<file path="src/rtl/bt_pkg.sv">
package bt_pkg;

    localparam int unsigned STEP_KHZ  = 16000;
    localparam int unsigned HALF_STEP = STEP_KHZ / 2;
    localparam int unsigned PERIOD_MS = 12;
    localparam int unsigned PCT_BASE  = 100;
    localparam int unsigned COEF_NUM  = 10000;

    typedef enum logic [3:0] {
        ST_IDLE,
        ST_BMUL,
        ST_BDIV,
        ST_BUPD,
        ST_ADIV,
        ST_CDIV,
        ST_TMUL,
        ST_TDIV,
        ST_FIN
    } bt_state_e;

    typedef struct packed {
        logic above;
        logic below;
    } bt_en_t;

endpackage

</file>
<file path="src/rtl/bt_mul.sv">
module bt_mul #(
    parameter int W  = 32,
    parameter int PW = 16
) (
    input  logic [W-1:0]    a,
    input  logic [PW-1:0]   b,
    output logic [W+PW-1:0] p
);
    always_comb p = (W+PW)'(a) * (W+PW)'(b);
endmodule

</file>
<file path="src/rtl/bt_div.sv">
module bt_div #(
    parameter int DW   = 48,
    parameter int DENW = 16
) (
    input  logic            clk,
    input  logic            rst,
    input  logic            go,
    input  logic [DW-1:0]   num,
    input  logic [DENW-1:0] den,
    output logic            rdy,
    output logic [DW-1:0]   quo
);
    localparam int CW = $clog2(DW + 1);

    logic [DENW-1:0] rem;
    logic [DENW-1:0] den_q;
    logic [CW-1:0]   cnt;
    logic            run;
    logic [DENW:0]   sh;
    logic            ge;

    always_comb begin
        sh = {rem, quo[DW-1]};
        ge = sh >= {1'b0, den_q};
    end

    always_ff @(posedge clk) begin
        rdy <= 1'b0;
        if (rst) begin
            run   <= 1'b0;
            cnt   <= '0;
            rem   <= '0;
            quo   <= '0;
            den_q <= '0;
        end else if (go) begin
            quo   <= num;
            den_q <= den;
            rem   <= '0;
            cnt   <= CW'(DW);
            run   <= 1'b1;
        end else if (run) begin
            rem <= ge ? DENW'(sh - {1'b0, den_q}) : sh[DENW-1:0];
            quo <= {quo[DW-2:0], ge};
            cnt <= cnt - 1'b1;
            if (cnt == CW'(1)) begin
                run <= 1'b0;
                rdy <= 1'b1;
            end
        end
    end
endmodule

</file>
<file path="src/rtl/bt_step.sv">
module bt_step
    import bt_pkg::*;
#(
    parameter int W  = 32,
    parameter int DW = 48
) (
    input  logic          up,
    input  logic          dn,
    input  logic [W-1:0]  boost,
    input  logic [DW-1:0] quo,
    input  logic [W-1:0]  fmax,
    input  bt_en_t        en_in,
    input  logic [W-1:0]  avg,
    input  logic [W-1:0]  dep_thr,
    output logic [W-1:0]  boost_n,
    output bt_en_t        en_n
);
    logic [DW:0] grown;

    always_comb begin
        grown   = {1'b0, quo} + (DW+1)'(STEP_KHZ);
        boost_n = boost;
        en_n    = en_in;
        if (up) begin
            en_n = '{above: 1'b1, below: 1'b1};
            if (grown >= (DW+1)'(fmax)) begin
                boost_n    = fmax;
                en_n.above = 1'b0;
            end else begin
                boost_n = grown[W-1:0];
            end
        end else if (dn) begin
            en_n = '{above: 1'b1, below: 1'b1};
            if (quo < DW'(HALF_STEP)) begin
                boost_n    = '0;
                en_n.below = 1'b0;
            end else begin
                boost_n = quo[W-1:0];
            end
        end
        if (dep_thr != '0) begin
            if (avg >= dep_thr)
                en_n.below = 1'b1;
            else if (boost_n == '0)
                en_n.below = 1'b0;
        end
    end
endmodule

</file>
<file path="src/rtl/bt_target_ctrl.sv">
module bt_target_ctrl
    import bt_pkg::*;
#(
    parameter int W  = 32,
    parameter int PW = 16
) (
    input  logic          clk,
    input  logic          rst,
    input  logic          start,
    input  logic          ev_up,
    input  logic          ev_dn,
    input  logic          en_above_i,
    input  logic          en_below_i,
    input  logic [W-1:0]  avg_i,
    input  logic [W-1:0]  fmax_i,
    input  logic [W-1:0]  fcur_i,
    input  logic [PW-1:0] up_pct_i,
    input  logic [PW-1:0] dn_pct_i,
    input  logic [PW-1:0] up_thr_i,
    input  logic [PW-1:0] band_i,
    input  logic [W-1:0]  dep_thr_i,
    input  logic [W-1:0]  floor_i,
    output logic          busy,
    output logic          done,
    output logic [W-1:0]  target_o,
    output logic [W-1:0]  boost_o,
    output logic          en_above_o,
    output logic          en_below_o,
    output logic [W-1:0]  wm_hi_o,
    output logic [W-1:0]  wm_lo_o
);
    localparam int DW = W + PW;

    bt_state_e      st;
    logic           up_l, dn_l;
    bt_en_t         en_l, en_s, en_n;
    logic [W-1:0]   avg_l, boost_s, boost_n, a12_q;
    logic [PW-1:0]  coef_q;
    logic           div_go, div_rdy;
    logic [DW-1:0]  div_num, div_quo, mul_p;
    logic [PW-1:0]  div_den;
    logic [W-1:0]   mul_a;
    logic [PW-1:0]  mul_b;
    logic [DW:0]    tsum;
    logic [W-1:0]   t_sat, t_fin, band_w, band_max;

    always_comb begin
        mul_a = (st == ST_TMUL) ? a12_q  : boost_q_w();
        mul_b = (st == ST_TMUL) ? coef_q : (up_l ? up_pct_i : dn_pct_i);
    end

    function automatic logic [W-1:0] boost_q_w();
        return boost_o;
    endfunction

    bt_mul #(.W(W), .PW(PW)) u_mul (.a(mul_a), .b(mul_b), .p(mul_p));

    bt_div #(.DW(DW), .DENW(PW)) u_div (
        .clk(clk), .rst(rst), .go(div_go), .num(div_num), .den(div_den),
        .rdy(div_rdy), .quo(div_quo)
    );

    bt_step #(.W(W), .DW(DW)) u_step (
        .up(up_l), .dn(dn_l), .boost(boost_o), .quo(div_quo), .fmax(fmax_i),
        .en_in(en_l), .avg(avg_l), .dep_thr(dep_thr_i),
        .boost_n(boost_n), .en_n(en_n)
    );

    always_comb begin
        tsum     = {1'b0, div_quo} + (DW+1)'(boost_s);
        t_sat    = (tsum[DW:W] != '0) ? '1 : tsum[W-1:0];
        t_fin    = ((avg_l >= dep_thr_i) && (floor_i > t_sat)) ? floor_i : t_sat;
        band_w   = (W'(band_i) << 3) + (W'(band_i) << 2);
        band_max = (avg_l > band_w) ? avg_l : band_w;
    end

    assign busy = (st != ST_IDLE);

    always_ff @(posedge clk) begin
        div_go <= 1'b0;
        done   <= 1'b0;
        if (rst) begin
            st         <= ST_IDLE;
            up_l       <= 1'b0;
            dn_l       <= 1'b0;
            en_l       <= '{above: 1'b1, below: 1'b1};
            en_s       <= '{above: 1'b1, below: 1'b1};
            avg_l      <= '0;
            boost_s    <= '0;
            a12_q      <= '0;
            coef_q     <= '0;
            div_num    <= '0;
            div_den    <= '0;
            boost_o    <= '0;
            target_o   <= fcur_i;
            en_above_o <= 1'b1;
            en_below_o <= 1'b1;
            wm_hi_o    <= '0;
            wm_lo_o    <= '0;
        end else begin
            unique case (st)
                ST_IDLE: if (start) begin
                    up_l  <= ev_up;
                    dn_l  <= ev_dn;
                    en_l  <= '{above: en_above_i, below: en_below_i};
                    avg_l <= avg_i;
                    st    <= (ev_up || ev_dn) ? ST_BMUL : ST_BUPD;
                end
                ST_BMUL: begin
                    div_go  <= 1'b1;
                    div_num <= mul_p;
                    div_den <= PW'(PCT_BASE);
                    st      <= ST_BDIV;
                end
                ST_BDIV: if (div_rdy) st <= ST_BUPD;
                ST_BUPD: begin
                    boost_s <= boost_n;
                    en_s    <= en_n;
                    div_go  <= 1'b1;
                    div_num <= DW'(avg_l);
                    div_den <= PW'(PERIOD_MS);
                    st      <= ST_ADIV;
                end
                ST_ADIV: if (div_rdy) begin
                    a12_q   <= div_quo[W-1:0];
                    div_go  <= 1'b1;
                    div_num <= DW'(COEF_NUM);
                    div_den <= up_thr_i;
                    st      <= ST_CDIV;
                end
                ST_CDIV: if (div_rdy) begin
                    coef_q <= div_quo[PW-1:0];
                    st     <= ST_TMUL;
                end
                ST_TMUL: begin
                    div_go  <= 1'b1;
                    div_num <= mul_p;
                    div_den <= PW'(PCT_BASE);
                    st      <= ST_TDIV;
                end
                ST_TDIV: if (div_rdy) st <= ST_FIN;
                ST_FIN: begin
                    boost_o    <= boost_s;
                    en_above_o <= en_s.above;
                    en_below_o <= en_s.below;
                    target_o   <= t_fin;
                    wm_hi_o    <= avg_l + band_w;
                    wm_lo_o    <= band_max - band_w;
                    done       <= 1'b1;
                    st         <= ST_IDLE;
                end
                default: st <= ST_IDLE;
            endcase
        end
    end
endmodule

</file>
<file path="config.mk">
export PLATFORM = sky130hd
export DESIGN_NAME = bt_target_ctrl
export DESIGN_NICKNAME = d
export VERILOG_FILES = /design/src/rtl/bt_pkg.sv /design/src/rtl/bt_mul.sv /design/src/rtl/bt_div.sv /design/src/rtl/bt_step.sv /design/src/rtl/bt_target_ctrl.sv
export SDC_FILE = /design/constraint.sdc
export NUM_CORES = 2
export LEC_CHECK = 0
export BUFFER_PORTS_ARGS = -buffer_cell sky130_fd_sc_hd__buf_2
export CORE_ASPECT_RATIO = 1.1
export CORE_MARGIN = 4
export CORE_UTILIZATION = 50
export CTS_CLUSTER_DIAMETER = 200
export DETAILED_ROUTE_END_ITERATION = 6
export PLACE_DENSITY = 0.69
export SETUP_SLACK_MARGIN = 0.02
export SYNTH_ARGS = -nofsm -noshare
export SYNTH_HDL_FRONTEND = slang
export SYNTH_SLANG_ARGS = --single-unit
</file>
<file path="constraint.sdc">
create_clock -name clk -period 20.6 [get_ports clk]
set_input_delay 4.12 -clock clk [delete_from_list [all_inputs] [get_ports clk]]
set_output_delay 4.12 -clock clk [all_outputs]
set_load 0.02 [all_outputs]
</file>
==> results.tsv <==
stage	metric	value	unit
run_status	status	finished, final reports clean	
synthesis	top_reg_cell synth	dfxtp_1	
critical_path	Worst EP required	21120	ps
run	maxcap violations	0	
clock_tree	Worst-Skew Late Latency	650	ps
drt	via count	38600	
critical_path	most used cell along the critical path	a21oi_1	
synthesis	Avg Inst Size Synth	8.04	µm²
grt	global-route wire length before repair	223	mm
die	Die Y	312	µm
critical_path	Critical Path Sink	wm_lo_o[24]$_SDFFE_PP0P_	
drt	number of remaining DRC errors	0	
drt	Iteration-0 DRC Markers	3520	
final_layout	synthesis-to-layout area growth	10.9	%
drt	post-DR wirelength/cell	22.1	µm
synthesis	cell area after synthesis	42100	µm²
sta	Worst slew margin	16.6	%
synthesis	Synth Instances	5235	
critical_path	critical path depth	33	
worst_hold_path	min-delay worst type	flip-flop to flip-flop	
synthesis	flops & latches, synth	406	
grt	vias in the first global route	37500	
critical_path	reg2reg end	div_num[46]$_SDFFE_PP0P_	
clock_tree	clock root buffer	clkbuf_16	
sta	Worst Tran Pin Value	1220	ps
sta	Slew Viols, Final	0	
drt	vias per cell	5.82	
critical_path	crit path kind	input pin to flip-flop	
clock_tree	number of setup buffers added after CTS	0	
drt	1st-pass router iterations	6	
die	I/O pin count	363	
critical_path	Buf/Inv on CP	2	
die	core area	83500	µm²
critical_path	CP top delay family	compound AO/OA/AOI/OAI gates	
critical_path	crit start category	input pin	
synthesis	ys async rst share	0	%
clock_tree	CTS buffer count	48	
critical_path	reg-to-reg startpoint	st[3]$_SDFFE_PP0P_	
final_layout	share of layout cells above drive strength 1	11.1	%
grt	initial antenna violation count	8	
synthesis	Mapped Nets	6226	
drt	total length of routed wires	146	mm
power_and_ir_drop	Power Density	68.7	nW/µm²
die	die area	88900	µm²
sta	Fin Clk Skew	51.9	ps
critical_path	Max stage delay cell, worst path	nor3_1	
die	starting density of the core	50.5	%
power_and_ir_drop	VDD IR-drop max	0.0691	mV
sta	PnR worst setup slack	8900	ps
placement	dpl cells	6537	
placement	Port Buf Inserts	362	
clock_tree	post-CTS resize count	0	
synthesis	Seq/Total Area, Yosys	20.1	%
final_layout	Net count, final	6448	
die	std cell rows	111	
final_layout	Finished Layout Cells	6630	
critical_path	Worst setup EP type	flip-flop	
critical_path	critical path startpoint	band_i[0]	
grt	GRT Total Usage	32.1	%
drt	post-route ant nets	0	
power_and_ir_drop	Leakage Power	21.4	nW
critical_path	CP arrival	12220	ps
synthesis	Syn. warnings	0	
sta	min cycle time layout	11700	ps
synthesis	Post-synth EDFFs	32	
grt	largest net degree at the start of global routing	96	
critical_path	crit-path max FO	22	
grt	grt ovf	0	
placement	dpl hpwl	114	mm
placement	GPL Wtd Cong	0.982	
clock_tree	clk sinks	406	
critical_path	Reg2Reg Depth	30	
placement	post-place setup slack	8390	ps
critical_path	Worst path max stage delay	480	ps
final_layout	most frequent cells in the layout	792 x nand2_1, 649 x inv_1, 579 x nor2_1, 423 x fa_1, 413 x a21oi_1	
sta	final setup fails	0	
sta	fin crit share	56.8	%
clock_tree	CTS tree	yes	
critical_path	Register-to-Register Setup Slack	10280	ps
final_layout	commonest non-fill, non-tap cell in the layout	nand2_1	
sta	fmax	0.0855	GHz
clock_tree	cts hold-fix bufs	0	
clock_tree	Max Root-Sink Buffers	3	
sta	RSZ-0062 raised after global routing	false	
clock_tree	H-tree depth	2	
sta	Final Hold Vio Count	0	
sta	worst hold slack	450	ps
clock_tree	clock transition at the registers of the reported paths	60	ps
sta	Setup TNS	0	ps
synthesis	post-synth cell types	82	
die	Die X-Extent	285	µm
## per-stage QoR
stage | cell area [µm²] | total power, mW | utilization [%]
after detailed placement | 45000 | 2.24 | 53.9
after CTS | 46700 | 3.19 | 55.9
after global routing | 46700 | 3.37 | 56.0
after floorplan | 42100 | 1.85 | -
final | 46700 | 3.21 | 56.0
after global placement | 45000 | 2.23 | 53.9
## final cells by class
cell class	count	area, µm²
sequential	406	8460
tap	1130	1410
multi-input combinational	3907	30200
clock buffer	69	1440
inverter	651	2440
antenna	6	15.0
fill	7813	36800
timing repair buffer	443	2430
clock inverter	18	292
## worst min path at each step
stage,startpoint,end,slack [ps],depth (start not counted)
after floorplan,div_num[43]$_SDFFE_PP0P_,div_num[43]$_SDFFE_PP0P_,420,2
after global placement,wm_lo_o[10]$_SDFFE_PP0P_,wm_lo_o[10]$_SDFFE_PP0P_,440,2
after detailed placement,wm_lo_o[9]$_SDFFE_PP0P_,wm_lo_o[9]$_SDFFE_PP0P_,440,2
after CTS,wm_lo_o[9]$_SDFFE_PP0P_,wm_lo_o[9]$_SDFFE_PP0P_,450,2
after global routing,wm_lo_o[9]$_SDFFE_PP0P_,wm_lo_o[9]$_SDFFE_PP0P_,470,2
final,wm_lo_o[9]$_SDFFE_PP0P_,wm_lo_o[9]$_SDFFE_PP0P_,450,2
## power breakdown
group          internal [mW]  switching (mW)
clock                  0.565           0.385
combinational          0.469           0.803
sequential             0.875           0.112
total                   1.91            1.30
## Yosys cell counts, drive strengths merged, types with 7 or more instances
master | n | area share (%)
xnor2 | 126 | 2.6
nor4 | 45 | 0.67
a22oi | 11 | 0.20
or3 | 22 | 0.33
a21oi | 415 | 4.9
nand2 | 792 | 7.1
a21o | 65 | 1.2
and4 | 9 | 0.19
fa | 423 | 20
buf | 39 | 0.53
xor2 | 49 | 1.0
a21boi | 8 | 0.14
dfxtp | 374 | 18
a22o | 44 | 0.92
inv | 650 | 5.8
nand3 | 78 | 0.93
nand3b | 10 | 0.18
nor2 | 581 | 5.2
nor3 | 117 | 1.5
a221oi | 65 | 1.4
o211ai | 17 | 0.30
ha | 337 | 10
nand2b | 22 | 0.33
mux2i | 134 | 3.2
a211oi | 53 | 0.96
or4 | 7 | 0.13
edfxtp | 32 | 2.3
a311oi | 20 | 0.42
or2 | 8 | 0.12
o21a | 41 | 0.73
o31ai | 9 | 0.16
and2 | 25 | 0.37
nor2b | 24 | 0.36
o21ai | 125 | 1.5
o21bai | 24 | 0.43
a31oi | 13 | 0.19
clkbuf | 232 | 2.1
mux2 | 50 | 1.3
and3 | 15 | 0.22
nand4 | 52 | 0.84
## registers in the layout, summed over array words and instances (netlist names), 2 cells and up
name	cells
boost_s	32
coef_q	16
a12_q	32
u_div.quo	48
wm_hi_o	32
target_o	32
wm_lo_o	32
u_div.den_q	16
div_num	48
u_div.rem	16
en_l	2
st	4
boost_o	32
en_s	2
u_div.cnt	6
avg_l	32
div_den	16
## kinds of logic after synthesis
logic type	after synthesis	share of synthesized area [%]
AO/OA/AOI/OAI	964	14.6
XOR/XNOR	175	3.64
adder cells (fa/ha/maj)	760	30.1
buffers and inverters	922	8.40
flip-flops	406	20.1
multiplexers	184	4.52
AND/OR/NAND/NOR	1824	18.7
## tightest hold or removal path, delay by kind of cell, from the launching register on
kind,cells,cell delay (ps)
compound gates,1,50
simple gates,1,50
flops,1,310
## routing by layer
layer,up-vias,share of wire [%],track usage [%]
met5,-,0.0096,0
li1,17800,-,-
met1,18600,39,42.0
met3,343,10,7.21
met2,1772,46,51.5
met4,2,4.9,13.4
Power figures use the tool's default switching activity.
